--- src/rtl/disp_regs_pkg.sv ---
package disp_regs_pkg;

  localparam int unsigned WORD_W    = 32;
  localparam int unsigned NUM_STORE = 6;

  localparam logic [31:0] CLUT_HALF = 32'h0000_0400;

  // word addresses
  localparam int unsigned A_CTRL  = 0;
  localparam int unsigned A_STAT  = 1;
  localparam int unsigned A_HTIM  = 2;
  localparam int unsigned A_VTIM  = 3;
  localparam int unsigned A_LENS  = 4;
  localparam int unsigned A_BASEA = 5;
  localparam int unsigned A_BASEB = 6;

  // sticky event flag indices inside the bank unit
  localparam int unsigned F_FRAME = 0;
  localparam int unsigned F_UNDER = 1;
  localparam int unsigned F_VBANK = 2;
  localparam int unsigned F_CBANK = 3;
  localparam int unsigned NUM_FLAGS = 4;

  typedef struct packed {
    logic       bl_pol;
    logic       cs_pol;
    logic       vs_pol;
    logic       hs_pol;
    logic       pseudo;
    logic [1:0] depth;
    logic [1:0] vbl;
    logic       cbsw_en;
    logic       vbsw_en;
    logic       cbirq_en;
    logic       vbirq_en;
    logic       lirq_en;
    logic       firq_en;
    logic       video_en;
  } ctrl_t;

  // storage slot to word address: slot 0 is control, slots 1..5 follow status
  function automatic int unsigned slot_addr(input int unsigned slot);
    return (slot == 0) ? A_CTRL : slot + 1;
  endfunction

  function automatic logic [31:0] slot_mask(input int unsigned slot);
    case (slot_addr(slot))
      A_CTRL:           return 32'h0000_FFFF;
      A_BASEA, A_BASEB: return 32'hFFFF_FFFC;
      default:          return 32'hFFFF_FFFF;
    endcase
  endfunction

endpackage

--- src/rtl/disp_be_reg.sv ---
module disp_be_reg #(
  parameter int unsigned W         = 32,
  parameter logic [W-1:0] KEEP_MASK = '1
) (
  input  logic           clk,
  input  logic           rst_n,
  input  logic           we,
  input  logic [W/8-1:0] be,
  input  logic [W-1:0]   wdata,
  output logic [W-1:0]   q
);
  localparam int unsigned LANES = W / 8;

  for (genvar i = 0; i < LANES; i++) begin : g_lane
    localparam logic [7:0] LMASK = KEEP_MASK[i*8 +: 8];
    logic [7:0] byte_q;
    always_ff @(posedge clk or negedge rst_n) begin
      if (!rst_n)              byte_q <= '0;
      else if (we && be[i])    byte_q <= wdata[i*8 +: 8] & LMASK;
    end
    assign q[i*8 +: 8] = byte_q;
  end

endmodule

--- src/rtl/disp_bank_unit.sv ---
module disp_bank_unit
  import disp_regs_pkg::*;
(
  input  logic                 clk,
  input  logic                 rst_n,
  input  logic                 vsync_in,
  input  logic                 underrun_in,
  input  logic                 video_en,
  input  logic                 vbsw_en,
  input  logic                 cbsw_en,
  input  logic [NUM_FLAGS-1:0] clr,
  output logic                 vbank,
  output logic                 cbank,
  output logic [NUM_FLAGS-1:0] flags
);
  logic                 vsync_q;
  logic                 frame_edge;
  logic                 vswap, cswap;
  logic [NUM_FLAGS-1:0] set;

  always_ff @(posedge clk or negedge rst_n) begin
    if (!rst_n) vsync_q <= 1'b0;
    else        vsync_q <= vsync_in;
  end

  assign frame_edge = vsync_in && !vsync_q && video_en;
  assign vswap      = frame_edge && vbsw_en;
  assign cswap      = frame_edge && cbsw_en;

  always_comb begin
    set          = '0;
    set[F_FRAME] = frame_edge;
    set[F_UNDER] = underrun_in;
    set[F_VBANK] = vswap;
    set[F_CBANK] = cswap;
  end

  always_ff @(posedge clk or negedge rst_n) begin
    if (!rst_n) begin
      vbank <= 1'b0;
      cbank <= 1'b0;
      flags <= '0;
    end else begin
      if (vswap) vbank <= ~vbank;
      if (cswap) cbank <= ~cbank;
      flags <= set | (flags & ~clr);
    end
  end


  vbank_toggle_chk: assert property (@(posedge clk) disable iff (!rst_n)
    (vsync_in && !vsync_q && video_en && vbsw_en) |=> (vbank != $past(vbank)));


  vbank_hold_chk: assert property (@(posedge clk) disable iff (!rst_n)
    !(vsync_in && !vsync_q && video_en && vbsw_en) |=> $stable(vbank));


  cbank_hold_chk: assert property (@(posedge clk) disable iff (!rst_n)
    (!video_en || !cbsw_en) |=> $stable(cbank));


  frame_flag_chk: assert property (@(posedge clk) disable iff (!rst_n)
    (vsync_in && !vsync_q && video_en) |=> flags[F_FRAME]);


  under_flag_chk: assert property (@(posedge clk) disable iff (!rst_n)
    underrun_in |=> flags[F_UNDER]);

endmodule

--- src/rtl/disp_regbank.sv ---
module disp_regbank
  import disp_regs_pkg::*;
#(
  parameter int unsigned ADDR_W    = 3,
  parameter logic [31:0] CLUT_BASE = 32'h0000_0800
) (
  input  logic              clk,
  input  logic              rst_n,
  input  logic              bus_rd,
  input  logic              bus_wr,
  input  logic [ADDR_W-1:0] bus_addr,
  input  logic [3:0]        bus_be,
  input  logic [31:0]       bus_wdata,
  output logic [31:0]       bus_rdata,
  input  logic              vsync_in,
  input  logic              underrun_in,
  output logic [31:0]       video_base,
  output logic [31:0]       clut_base,
  output logic              video_en,
  output logic              line_irq_en,
  output logic [1:0]        vbl_sel,
  output logic [1:0]        depth_sel,
  output logic              pseudo_col,
  output logic              hs_pol,
  output logic              vs_pol,
  output logic              cs_pol,
  output logic              bl_pol,
  output logic [31:0]       htiming,
  output logic [31:0]       vtiming,
  output logic [31:0]       lengths,
  output logic              irq
);
  localparam int unsigned BE_W = WORD_W / 8;

  logic [WORD_W-1:0]    store_q [NUM_STORE];
  ctrl_t                ctrl;
  logic                 vbank, cbank;
  logic [NUM_FLAGS-1:0] flags;
  logic [NUM_FLAGS-1:0] clr;
  logic [WORD_W-1:0]    status_w;
  logic                 stat_wr;

  for (genvar g = 0; g < NUM_STORE; g++) begin : g_store
    localparam int unsigned WADDR = slot_addr(g);
    disp_be_reg #(
      .W         (WORD_W),
      .KEEP_MASK (slot_mask(g))
    ) u_reg (
      .clk   (clk),
      .rst_n (rst_n),
      .we    (bus_wr && (bus_addr == ADDR_W'(WADDR))),
      .be    (bus_be[BE_W-1:0]),
      .wdata (bus_wdata),
      .q     (store_q[g])
    );
  end

  assign ctrl = ctrl_t'(store_q[0][15:0]);

  assign stat_wr = bus_wr && (bus_addr == ADDR_W'(A_STAT)) && bus_be[0];
  always_comb begin
    clr = '0;
    if (stat_wr) begin
      clr[F_FRAME] = bus_wdata[0];
      clr[F_UNDER] = bus_wdata[1];
      clr[F_VBANK] = bus_wdata[4];
      clr[F_CBANK] = bus_wdata[5];
    end
  end

  disp_bank_unit u_bank (
    .clk         (clk),
    .rst_n       (rst_n),
    .vsync_in    (vsync_in),
    .underrun_in (underrun_in),
    .video_en    (ctrl.video_en),
    .vbsw_en     (ctrl.vbsw_en),
    .cbsw_en     (ctrl.cbsw_en),
    .clr         (clr),
    .vbank       (vbank),
    .cbank       (cbank),
    .flags       (flags)
  );

  always_comb begin
    status_w    = '0;
    status_w[0] = flags[F_FRAME];
    status_w[1] = flags[F_UNDER];
    status_w[4] = flags[F_VBANK];
    status_w[5] = flags[F_CBANK];
    status_w[6] = vbank;
  end

  always_comb begin
    bus_rdata = '0;
    if (bus_rd) begin
      case (bus_addr)
        ADDR_W'(A_CTRL):  bus_rdata = store_q[0];
        ADDR_W'(A_STAT):  bus_rdata = status_w;
        ADDR_W'(A_HTIM):  bus_rdata = store_q[1];
        ADDR_W'(A_VTIM):  bus_rdata = store_q[2];
        ADDR_W'(A_LENS):  bus_rdata = store_q[3];
        ADDR_W'(A_BASEA): bus_rdata = store_q[4];
        ADDR_W'(A_BASEB): bus_rdata = store_q[5];
        default:          bus_rdata = '0;
      endcase
    end
  end

  assign video_base  = vbank ? store_q[5] : store_q[4];
  assign clut_base   = cbank ? (CLUT_BASE | CLUT_HALF) : CLUT_BASE;
  assign video_en    = ctrl.video_en;
  assign line_irq_en = ctrl.lirq_en;
  assign vbl_sel     = ctrl.vbl;
  assign depth_sel   = ctrl.depth;
  assign pseudo_col  = ctrl.pseudo;
  assign hs_pol      = ctrl.hs_pol;
  assign vs_pol      = ctrl.vs_pol;
  assign cs_pol      = ctrl.cs_pol;
  assign bl_pol      = ctrl.bl_pol;
  assign htiming     = store_q[1];
  assign vtiming     = store_q[2];
  assign lengths     = store_q[3];

  assign irq = (flags[F_FRAME] && ctrl.firq_en) || flags[F_UNDER] ||
               (flags[F_VBANK] && ctrl.vbirq_en) || (flags[F_CBANK] && ctrl.cbirq_en);


  irq_source_chk: assert property (@(posedge clk) disable iff (!rst_n)
    irq |-> (flags != '0));


  base_align_chk: assert property (@(posedge clk) disable iff (!rst_n)
    video_base[1:0] == 2'b00);


  under_irq_chk: assert property (@(posedge clk) disable iff (!rst_n)
    underrun_in |=> irq);

endmodule

--- config.mk ---
export PLATFORM = sky130hd
export DESIGN_NAME = disp_regbank
export DESIGN_NICKNAME = d
export VERILOG_FILES = /design/src/rtl/disp_regs_pkg.sv /design/src/rtl/disp_be_reg.sv /design/src/rtl/disp_bank_unit.sv /design/src/rtl/disp_regbank.sv
export SDC_FILE = /design/constraint.sdc
export NUM_CORES = 1
export LEC_CHECK = 0
export ABC_AREA = 1
export BUFFER_PORTS_ARGS = -buffer_cell sky130_fd_sc_hd__buf_4
export CORE_MARGIN = 10
export CORE_UTILIZATION = 40
export DETAILED_ROUTE_END_ITERATION = 12
export HOLD_SLACK_MARGIN = 0.03
export PLACE_DENSITY = 0.67
export SETUP_SLACK_MARGIN = 0.4
export SLEW_MARGIN = 20
export SYNTH_ARGS = -nofsm -noshare
export SYNTH_HDL_FRONTEND = slang
export SYNTH_SLANG_ARGS = --single-unit
--- constraint.sdc ---
create_clock -name clk -period 3.3 [get_ports clk]
set_input_delay 0.33 -clock clk [delete_from_list [all_inputs] [get_ports clk]]
set_output_delay 0.33 -clock clk [all_outputs]
set_load 0.01 [all_outputs]
==> results by group, run 1 <==
STA
  – Fin crit share: 77.4%
  – Rel. slew slack: 51.6%
  – RSZ-0062 raised after global routing: no
  – Final hold viol count: 0
  – Fin worst setup slack: 0.747 ns
  – Final Critical Period: 2.55 ns
  – Final setup viols: 0
  – Hold WS: 0.0861 ns
  – Fin. max-slew vios: 0
  – Slew @ Worst Pin: 0.726 ns
  – Skew final: 0.00385 ns
  – F_max: 392 MHz
  – Setup TNS: 0 ns

Power
  – Reg power frac: 41.9%
  – Logic pwr share: 29.7%
  – Leak: 5.75 nW
  – Peak supply drop: 0.333 mV
  – Switching power: 2.59 mW
  – P per Cell Area: 650 nW/um2
  – Clk pwr share: 28.4%
  – Net Sw Frac: 35.1%
  – Cell-internal power: 4.79 mW

Floorplan
  – Total I/O pin count: 249
  – Num rows: 55
  – Core area: 22400 um2
  – Die height: 171 um
  – DIE AREA: 29100 um2
  – Die Width: 171 um
  – Starting Density: 40.4%

Finish
  – Non-filler cells, final: 1643
  – Sequential Area: 4480 um2
  – Synth-to-layout area growth: 25.3%
  – Multi-input logic area: 3810 um2
  – Fraction of layout cells with a size suffix above 1: 21.5%
  – Filler cell count: 2209
  – Most frequent cells in the layout: 302 x nand2_1, 227 x buf_4, 178 x dfrtp_1
  – Fin nets: 1388
  – Commonest non-fill, non-tap cell in the layout: nand2_1

Route
  – ANT nets after route: 0
  – WL/cell: 18.6 um
  – DR vias: 8645
  – DRT Wirelength: 30.6 mm
  – DRC viols: 0
  – DRT iter0 DRCs: 737
  – Post-DR vias/cell: 5.26
  – Drt pass-1 iters: 5

Worst setup path
  – Slowest Stage Delay on Critical Path: 0.40 ns
  – Max FO, Critical Path: 51
  – Crit Path Class: in -> out
  – R2R depth: 2
  – Slowest-stage cell, CP: nand3_2
  – CP startpoint: bus_addr[1]
  – Worst r2r src: u_bank.vbank$_DFFE_PN0P_
  – WP data arrival: 2.22 ns
  – Most frequent CP cell: buf_4
  – Crit path required time: 2.97 ns
  – CP endpoint kind: output pin
  – CP cell instances: buf_4, inv_2, buf_4, nand3_2, o21ai_0, nor2_1, nor2_1, buf_4
  – Startpoint Class: input port

Clock tree
  – Clock sink count: 179
  – Resize count post-CTS: 0
  – Post-CTS Setup Bufs: 0
  – CTS Buf Count: 17
  – Clk Latency, worst-skew pair: 0.44 ns
  – Hold Buf Count CTS: 2
  – Clk pin slew, worst setup/hold paths: 0.06 ns
  – Clock root buffer: clkbuf_16
  – CTS tree: done
  – CTS H-tree depth: 4
  – Clk buf depth: 2

Yosys
  – FF+latch count, synth: 179
  – Post-Syn Instances: 1169
  – Yosys warning count: 0
  – Mean Syn Cell Area: 7.75 um2
  – Distinct cell type count after synthesis: 26
  – Seq/Total Area, Yosys: 49.4%
  – Mapped Area: 9060 um2

Global route
  – First-pass GRT wire length: 48.1 mm
  – Total track usage: 21.0%
  – Largest net degree at the start of global routing: 85
  – Vias in the first global route: 8690
  – Remaining global-route overflow: 0
  – Initial antenna violation count: 2

Min path
  – Worst min-delay path class: in -> reg
  – Hold path cells: 3
  – Hold Crit Start: underrun_in

Placement
  – Pre-CTS setup slack: 0.692 ns
  – I/O Buffers: 215
  – DP HPWL: 21.7 mm
  – Dpl cells: 1607
  – GPL Wtd Cong: 0.847

Status
  – Status: completed

Flow run
  – Maxcap violations: 0
## per-layer routing
layer	GRT usage [%]	wire length, um	vias up
met5	0	0	-
met4	8.43	743	0
met3	6.31	2760	48
met2	32.6	13900	386
met1	26.9	13100	4048
li1	-	-	4163
## worst max-delay path, delay by kind of cell
family	cells	cell delay [ns]
AOI/OAI and AO/OA	1	0.30
buffers and inverters	4	0.94
and+or+nand+nor	3	0.62
## metrics by stage
step / util, % / instance area [um2] / total power, mW
floorplan: - / 9180 / 4.11
global route: 50.6 / 11400 / 7.83
detailed placement: 47.8 / 10700 / 5.34
global placement: 47.8 / 10700 / 5.29
finish: 50.6 / 11400 / 7.38
CTS: 50.6 / 11400 / 7.44
## synth_stat cells
cell | number | area, um2
nor3_1 | 1 | 5.00
nand4_1 | 64 | 400
o21ai_0 | 146 | 731
dfrtp_1 | 179 | 4480
nand3_2 | 1 | 10.0
o21ai_2 | 8 | 70.1
inv_1 | 77 | 289
nand3_1 | 111 | 556
buf_1 | 10 | 37.5
nor3_2 | 1 | 10.0
nor2_4 | 2 | 22.5
inv_2 | 1 | 3.75
clkinv_1 | 1 | 3.75
nand2_1 | 302 | 1130
a21oi_1 | 21 | 105
nand2_2 | 8 | 50.1
xor2_1 | 1 | 8.76
clkbuf_1 | 36 | 135
conb_1 | 2 | 7.51
buf_2 | 24 | 120
nor2_1 | 73 | 274
o21ai_1 | 54 | 270
nor2_2 | 5 | 31.3
inv_4 | 1 | 6.26
buf_4 | 39 | 293
xnor2_1 | 1 | 8.76
## worst paths after layout
path                                                                    endpoint  slack (ns)
worst max-delay path                                               bus_rdata[24]        0.75
worst min-delay path                                   u_bank.flags[1]$_DFF_PN0_        0.09
worst max register to register                          u_bank.vbank$_DFFE_PN0P_        1.93
worst min register to register                         u_bank.flags[0]$_DFF_PN0_        0.46
max in group asynchronous                               u_bank.vbank$_DFFE_PN0P_        1.90
min in group asynchronous       g_store[3].u_reg.g_lane[3].byte_q[3]$_DFFE_PN0P_        0.41
## registers in the layout, summed over array words and instances (netlist names)
| name | count |
|---|---|
| u_bank.vbank | 1 |
| u_bank.vsync_q | 1 |
| u_bank.flags | 4 |
| g_store.u_reg.g_lane.byte_q | 172 |
| u_bank.cbank | 1 |
## power by group through the flow
| stage | registers [mW] | logic [mW] | clock network [mW] |
|---|---|---|---|
| floorplan | 3.10 | 1.01 | 0 |
| global placement | 3.11 | 2.18 | 0 |
| detailed placement | 3.12 | 2.22 | 0 |
| CTS | 3.09 | 2.23 | 2.12 |
| global route | 3.16 | 2.45 | 2.22 |
| finish | 3.09 | 2.19 | 2.09 |
## kinds of logic (layout without fill, tap and decap cells)
| group | after synthesis | after routing | synth area share (%) |
|---|---|---|---|
| other | 2 | 35 | 0.0829 |
| XOR/XNOR | 2 | 2 | 0.193 |
| flip-flops | 179 | 179 | 49.4 |
| buffers and inverters | 189 | 345 | 9.80 |
| AND/OR/NAND/NOR | 568 | 568 | 27.5 |
| AO/OA/AOI/OAI | 229 | 229 | 13.0 |
## layout make-up
type / count / share of cell area, %
diodes: 2 / 0.0441
clock buffers: 19 / 3.99
clock inverters: 13 / 1.31
inverters: 80 / 2.67
multi-input cells: 832 / 33.6
flip-flops and latches: 179 / 39.5
well taps: 285 / 3.14
repair buffers: 233 / 15.8
No activity file was read; power rests on OpenSTA's default activity.
==> inputs of run 2 (changes only) <==
--- a/config.mk
+++ b/config.mk
@@ -5,7 +5,7 @@
 export SDC_FILE = /design/constraint.sdc
 export NUM_CORES = 1
 export LEC_CHECK = 0
-export ABC_AREA = 1
+export ABC_AREA = 0
 export BUFFER_PORTS_ARGS = -buffer_cell sky130_fd_sc_hd__buf_4
 export CORE_MARGIN = 10
 export CORE_UTILIZATION = 40
==> constraint.sdc (replaced) <==
create_clock -name clk -period 2.5 [get_ports clk]
set_input_delay 0.25 -clock clk [delete_from_list [all_inputs] [get_ports clk]]
set_output_delay 0.25 -clock clk [all_outputs]
set_load 0.01 [all_outputs]
==> results by group, run 2 <==
Worst setup path
  – Slowest-stage cell, CP: or3b_2
  – CP cell instances: or3b_2, a21o_1, a31oi_2, buf_4
  – Crit path required time: 2.25 ns
  – Startpoint Class: flop
  – Crit Path Class: reg -> out
  – CP endpoint kind: output pin
  – Slowest Stage Delay on Critical Path: 0.45 ns
  – Max FO, Critical Path: 3
  – WP data arrival: 1.76 ns

Yosys
  – Synth top area share: 48.5%
  – Seq/Total Area, Yosys: 48.5%
  – Ys async rst share: 100%
  – Most frequent cells after synthesis: 226 x mux2_2, 179 x dfrtp_1, 41 x buf_4, 38 x and3b_1
  – Mapped Area: 9230 um2
  – Mean Syn Cell Area: 13.0 um2
  – Yosys warning count: 0
  – Post-synth top area cell: dfrtp_1
  – Top post-synthesis cells by area: dfrtp_1 49%, mux2_2 28%, and3b_1 3.6%, buf_4 3.3%, mux4_2 2.2%
  – Most common cell in the netlist: mux2_2
  – Post-Syn Instances: 710
  – FF+latch count, synth: 179
  – Distinct cell type count after synthesis: 36
  – Post-synth top flop: dfrtp_1
  – Post-synth EDFFs: 0

Status
  – Status: completed

Route
  – DRT Wirelength: 26.5 mm
  – Post-DR vias/cell: 5.30
  – WL/cell: 21.6 um
  – DRC viols: 0
  – ANT nets after route: 0
  – Drt pass-1 iters: 5
  – DRT iter0 DRCs: 243
  – DR vias: 6489

Placement
  – I/O Buffers: 215
  – Dpl cells: 1189
  – Pre-CTS setup slack: 0.347 ns
  – DP HPWL: 18.9 mm
  – GPL Wtd Cong: 0.808

Finish
  – Filler cell count: 2040
  – Fraction of layout cells with a size suffix above 1: 57.3%
  – Largest Register: g_store.u_reg.g_lane.byte_q
  – Commonest non-fill, non-tap cell in the layout: buf_4
  – Fin nets: 971
  – Synth-to-layout area growth: 27.9%
  – Multi-input logic area: 4430 um2
  – Largest register FFs: 172
  – Most frequent cells in the layout: 231 x buf_4, 226 x mux2_2, 178 x dfrtp_1
  – Largest regs: g_store.u_reg.g_lane.byte_q x172, u_bank.flags x4
  – Non-filler cells, final: 1225
  – Sequential Area: 4480 um2

Power
  – Switching power: 3.22 mW
  – P per Cell Area: 881 nW/um2
  – Clk pwr share: 27.5%
  – Reg power frac: 39.6%
  – Total power: 10.4 mW
  – Logic pwr share: 32.9%
  – Peak supply drop: 0.451 mV
  – Cell-internal power: 7.18 mW
  – Leak: 5.46 nW
  – Net Sw Frac: 30.9%

STA
  – Final Critical Period: 2.01 ns
  – Fin. max-slew vios: 0
  – Setup TNS: 0 ns
  – Fin worst setup slack: 0.488 ns
  – RSZ-0062 raised after global routing: no
  – Slew @ Worst Pin: 0.576 ns
  – Fin crit share: 80.5%
  – Final setup viols: 0
  – Hold WS: 0.0912 ns
  – Skew final: 0.00550 ns
  – Final hold viol count: 0
  – Rel. slew slack: 61.6%
  – F_max: 497 MHz

Clock tree
  – Post-CTS Setup Bufs: 0
  – Clk Latency, worst-skew pair: 0.41 ns
  – CTS tree: done
  – CTS H-tree depth: 4
  – Clock sink count: 179
  – Clock root buffer: clkbuf_16
  – CTS Buf Count: 17
  – Clk pin slew, worst setup/hold paths: 0.07 ns
  – Clk buf depth: 2

Global route
  – Largest net degree at the start of global routing: 64
  – Initial antenna violation count: 3
  – First-pass GRT wire length: 40.9 mm
  – Vias in the first global route: 6936
  – Total track usage: 17.8%
  – Remaining global-route overflow: 0

Flow run
  – Maxcap violations: 0

Min path
  – Worst min-delay path class: in -> reg

Floorplan
  – Die Width: 172 um
  – Total I/O pin count: 249
  – Core area: 22700 um2
  – Num rows: 55
  – DIE AREA: 29600 um2
  – Die height: 172 um
  – Starting Density: 40.7%
## run 2: changes by cell type after synthesis, moves of 21 or more
cell / change
mux2_2: +226
nand2_1: -290
o21ai_0: -128
o21ai_1: -54
nand3_1: -98
and3b_1: +38
inv_1: -77
nor2_1: -64
a22oi_1: +21
nand4_1: -64
## run 2: routing by layer
layer  vias to the layer above  track usage [%]  wire length [um]
met2                       195             29.0             12500
met4                         2             3.41               135
met1                      3325             22.6             11500
met3                         8             6.22              2360
met5                         -                0                19
li1                       2959                -                 -
## run 2: cells by family after synthesis
group                     after synthesis  share of synthesized area [%]
AOI/OAI and AO/OA                      81                           5.60
and+or+nand+nor                       118                           9.16
muxes                                 251                           31.5
xor gates and xnor gates                2                          0.190
other                                   2                         0.0813
buffers and inverters                  77                           4.95
DFF                                   179                           48.5
## run 2: area by class of cell
cell class	instances	area share, %
Antenna cell	1	0.0212
Clock buffer	19	3.84
Clock inverter	13	1.46
Multi-Input combinational cell	485	37.5
Sequential cell	179	38.0
Tap cell	285	3.02
Timing Repair Buffer	243	16.2
## run 2: power by group through the flow
stage          clock, mW  combinational, mW  sequential, mW
2_1_floorplan          0               1.70            4.21
3_3_place_gp           0               3.42            4.15
3_5_place_dp           0               3.47            4.16
4_1_cts             2.92               3.48            4.12
5_1_grt             3.04               3.71            4.22
6_report            2.86               3.42            4.12
## run 2: through the flow
step / area, um2 / utilization (%)
after CTS: 11800 / 51.9
after global placement: 11100 / 49.0
after global routing: 11800 / 52.0
after detailed placement: 11100 / 49.0
final: 11800 / 52.0
after floorplan: 9350 / -
## run 2: worst paths after layout
path                                                                    end  depth (start not counted)  slack, ns                                        startpoint
max                                                            bus_rdata[4]                          4       0.49  g_store[0].u_reg.g_lane[0].byte_q[4]$_DFFE_PN0P_
min                        g_store[2].u_reg.g_lane[3].byte_q[4]$_DFFE_PN0P_                          2       0.09                                     bus_wdata[28]
max reg2reg                                       u_bank.flags[3]$_DFF_PN0_                          2       1.48  g_store[0].u_reg.g_lane[0].byte_q[0]$_DFFE_PN0P_
min reg2reg                                        u_bank.cbank$_DFFE_PN0P_                          1       0.47                          u_bank.cbank$_DFFE_PN0P_
max in group asynchronous                          u_bank.vbank$_DFFE_PN0P_                          3       1.36                                             rst_n
min in group asynchronous  g_store[5].u_reg.g_lane[1].byte_q[1]$_DFFE_PN0P_                          2       0.38                                             rst_n
## run 2: worst max-delay path, delay by kind of cell, from the launching register on
family / cells / cell delay, ns
DFF: 1 / 0.39
buffers and inverters: 1 / 0.15
AOI/OAI and AO/OA: 2 / 0.37
and+or+nand+nor: 1 / 0.45
## run 2: timing repair
action                                  CTS  global route
gates cloned                              0             0
endpoints found under the setup margin    4             7
gates resized for setup                   2             4
hold buffers                              3             0
hold endpoints to repair                 58             0
==> inputs of run 3 (changes only) <==
==> constraint.sdc (replaced) <==
create_clock -name clk -period 1.9 [get_ports clk]
set_input_delay 0.19 -clock clk [delete_from_list [all_inputs] [get_ports clk]]
set_output_delay 0.19 -clock clk [all_outputs]
set_load 0.01 [all_outputs]
==> results by group, run 3 (synthesized netlist as in run 2, its figures left out) <==
Floorplan
  – Num rows: 55
  – Die height: 172 um
  – Die Width: 172 um
  – Total I/O pin count: 249
  – Core area: 22700 um2
  – DIE AREA: 29600 um2
  – Starting Density: 40.7%

Placement
  – I/O Buffers: 215
  – DP HPWL: 19.5 mm
  – Post-DP Area: 11300 um2
  – GPL Wtd Cong: 0.790
  – Dpl cells: 1201

Route
  – DRT Wirelength: 29.0 mm
  – DR vias: 7054
  – DRT iter0 DRCs: 361
  – DRC viols: 0
  – Post-DR vias/cell: 5.18
  – WL/cell: 21.3 um
  – Drt pass-1 iters: 4
  – ANT nets after route: 0

Global route
  – Vias in the first global route: 7484
  – Total track usage: 19.0%
  – Largest net degree at the start of global routing: 68
  – First-pass GRT wire length: 43.7 mm
  – Remaining global-route overflow: 0
  – Initial antenna violation count: 1

Worst setup path
  – Slowest-stage cell, CP: mux4_2
  – WP data arrival: 1.66 ns
  – CP endpoint kind: output pin
  – Startpoint Class: flop
  – R2R depth: 3
  – Max FO, Critical Path: 3
  – Slowest Stage Delay on Critical Path: 0.47 ns
  – WP depth: 4
  – Cell family with most CP delay: multiplexers
  – CP cell instances: nand2_1, mux4_2, a21oi_2, buf_4
  – Crit path required time: 1.71 ns
  – Crit path buf inv count: 1
  – Setup slack, reg-to-reg: 0.77 ns
  – Crit Path Class: reg -> out

Clock tree
  – CTS tree: done
  – Clock root buffer: clkbuf_16
  – Clock sink count: 179
  – Clk buf depth: 2
  – Clk Latency, worst-skew pair: 0.42 ns
  – Clk pin slew, worst setup/hold paths: 0.07 ns
  – CTS H-tree depth: 4
  – CTS Buf Count: 17

STA
  – Hold WS: 0.0518 ns
  – RSZ-0062 raised after global routing: yes
  – Fin crit share: 97.2%
  – Fin. max-slew vios: 0
  – Skew final: 0.00707 ns
  – Final hold viol count: 0
  – F_max: 541 MHz
  – Final Critical Period: 1.85 ns
  – Final setup viols: 0

Power
  – Peak supply drop: 0.679 mV
  – Leak: 6.28 nW
  – P per Cell Area: 1110 nW/um2

Finish
  – Fraction of layout cells with a size suffix above 1: 65.0%
  – Commonest non-fill, non-tap cell in the layout: buf_4
  – Fin nets: 1109
  – Most frequent cells in the layout: 310 x buf_4, 195 x mux2_2, 178 x dfrtp_1
  – Filler cell count: 1854
  – Non-filler cells, final: 1363
  – Synth-to-layout area growth: 45.4%
  – Largest Register: g_store.u_reg.g_lane.byte_q
  – Largest regs: g_store.u_reg.g_lane.byte_q x172, u_bank.flags x4
  – Finished layout cell area: 13400 um2
  – Post-layout util: 59.1%
  – Multi-input logic area: 4800 um2
  – Sequential Area: 4480 um2
  – Largest register FFs: 172

Flow run
  – Maxcap violations: 0

Status
  – Status: completed

Min path
  – Worst min-delay path class: in -> reg
  – Hold path cells: 2
-- run 3: timing repair --
| action | in CTS | in global routing |
|---|---|---|
| gates cloned | 1 | 2 |
| hold buffers | 30 | 0 |
| endpoints found under the setup margin | 62 | 63 |
| hold endpoints to repair | 143 | 0 |
| buffers inserted | 75 | 21 |
| pin swaps | 39 | 7 |
| gates resized for setup | 75 | 47 |
-- run 3: per-stage QoR --
stage | setup WS, ns | total power, mW | TNS, ns
final | 0.0526 | 14.9 | 0
after global routing | -0.0234 | 15.6 | -0.0401
after CTS | 0.0478 | 14.6 | 0
after detailed placement | 0.112 | 10.1 | 0
after global placement | 0.141 | 10.0 | 0
after floorplan | 0.371 | 7.80 | 0
-- run 3: worst paths after layout --
path                                                                  startpoint                                          endpoint
min in group asynchronous                                                  rst_n  g_store[2].u_reg.g_lane[0].byte_q[7]$_DFFE_PN0P_
max in group asynchronous                                                  rst_n  g_store[4].u_reg.g_lane[2].byte_q[1]$_DFFE_PN0P_
worst max register to register  g_store[0].u_reg.g_lane[0].byte_q[0]$_DFFE_PN0P_                         u_bank.flags[3]$_DFF_PN0_
worst min register to register                          u_bank.cbank$_DFFE_PN0P_                          u_bank.cbank$_DFFE_PN0P_
worst min-delay path                                               bus_wdata[16]  g_store[3].u_reg.g_lane[2].byte_q[0]$_DFFE_PN0P_
worst max-delay path                                    u_bank.vbank$_DFFE_PN0P_                                      bus_rdata[6]
-- run 3: per-layer routing --
layer	GRT usage (%)	routed length [um]
met2	31.0	14000
met1	23.9	12500
met3	6.52	2250
met5	0	0
met4	3.86	251
-- run 3: worst register-to-register path, delay by kind of cell, from the launching register on --
kind,cells,cell delay [ns]
and+or+nand+nor,1,0.23
DFF,1,0.39
buffers and inverters,1,0.14
AOI/OAI and AO/OA,1,0.25
-- run 3: layout make-up --
| cell class | count | share of cell area [%] |
|---|---|---|
| flip-flops and latches | 179 | 33.4 |
| diodes | 1 | 0.0186 |
| repair buffers | 381 | 24.0 |
| clock buffers | 19 | 3.30 |
| multi-input cells | 485 | 35.8 |
| well taps | 285 | 2.66 |
| clock inverters | 13 | 0.858 |
-- run 3: power by group --
part	switching, mW	internal [mW]	total, mW	leakage (nW)
Sequential	0.659	4.72	5.38	2.19
Combinational	2.44	3.65	6.09	3.83
Clock	1.63	1.76	3.39	0.259
Total	4.72	10.1	14.9	6.28
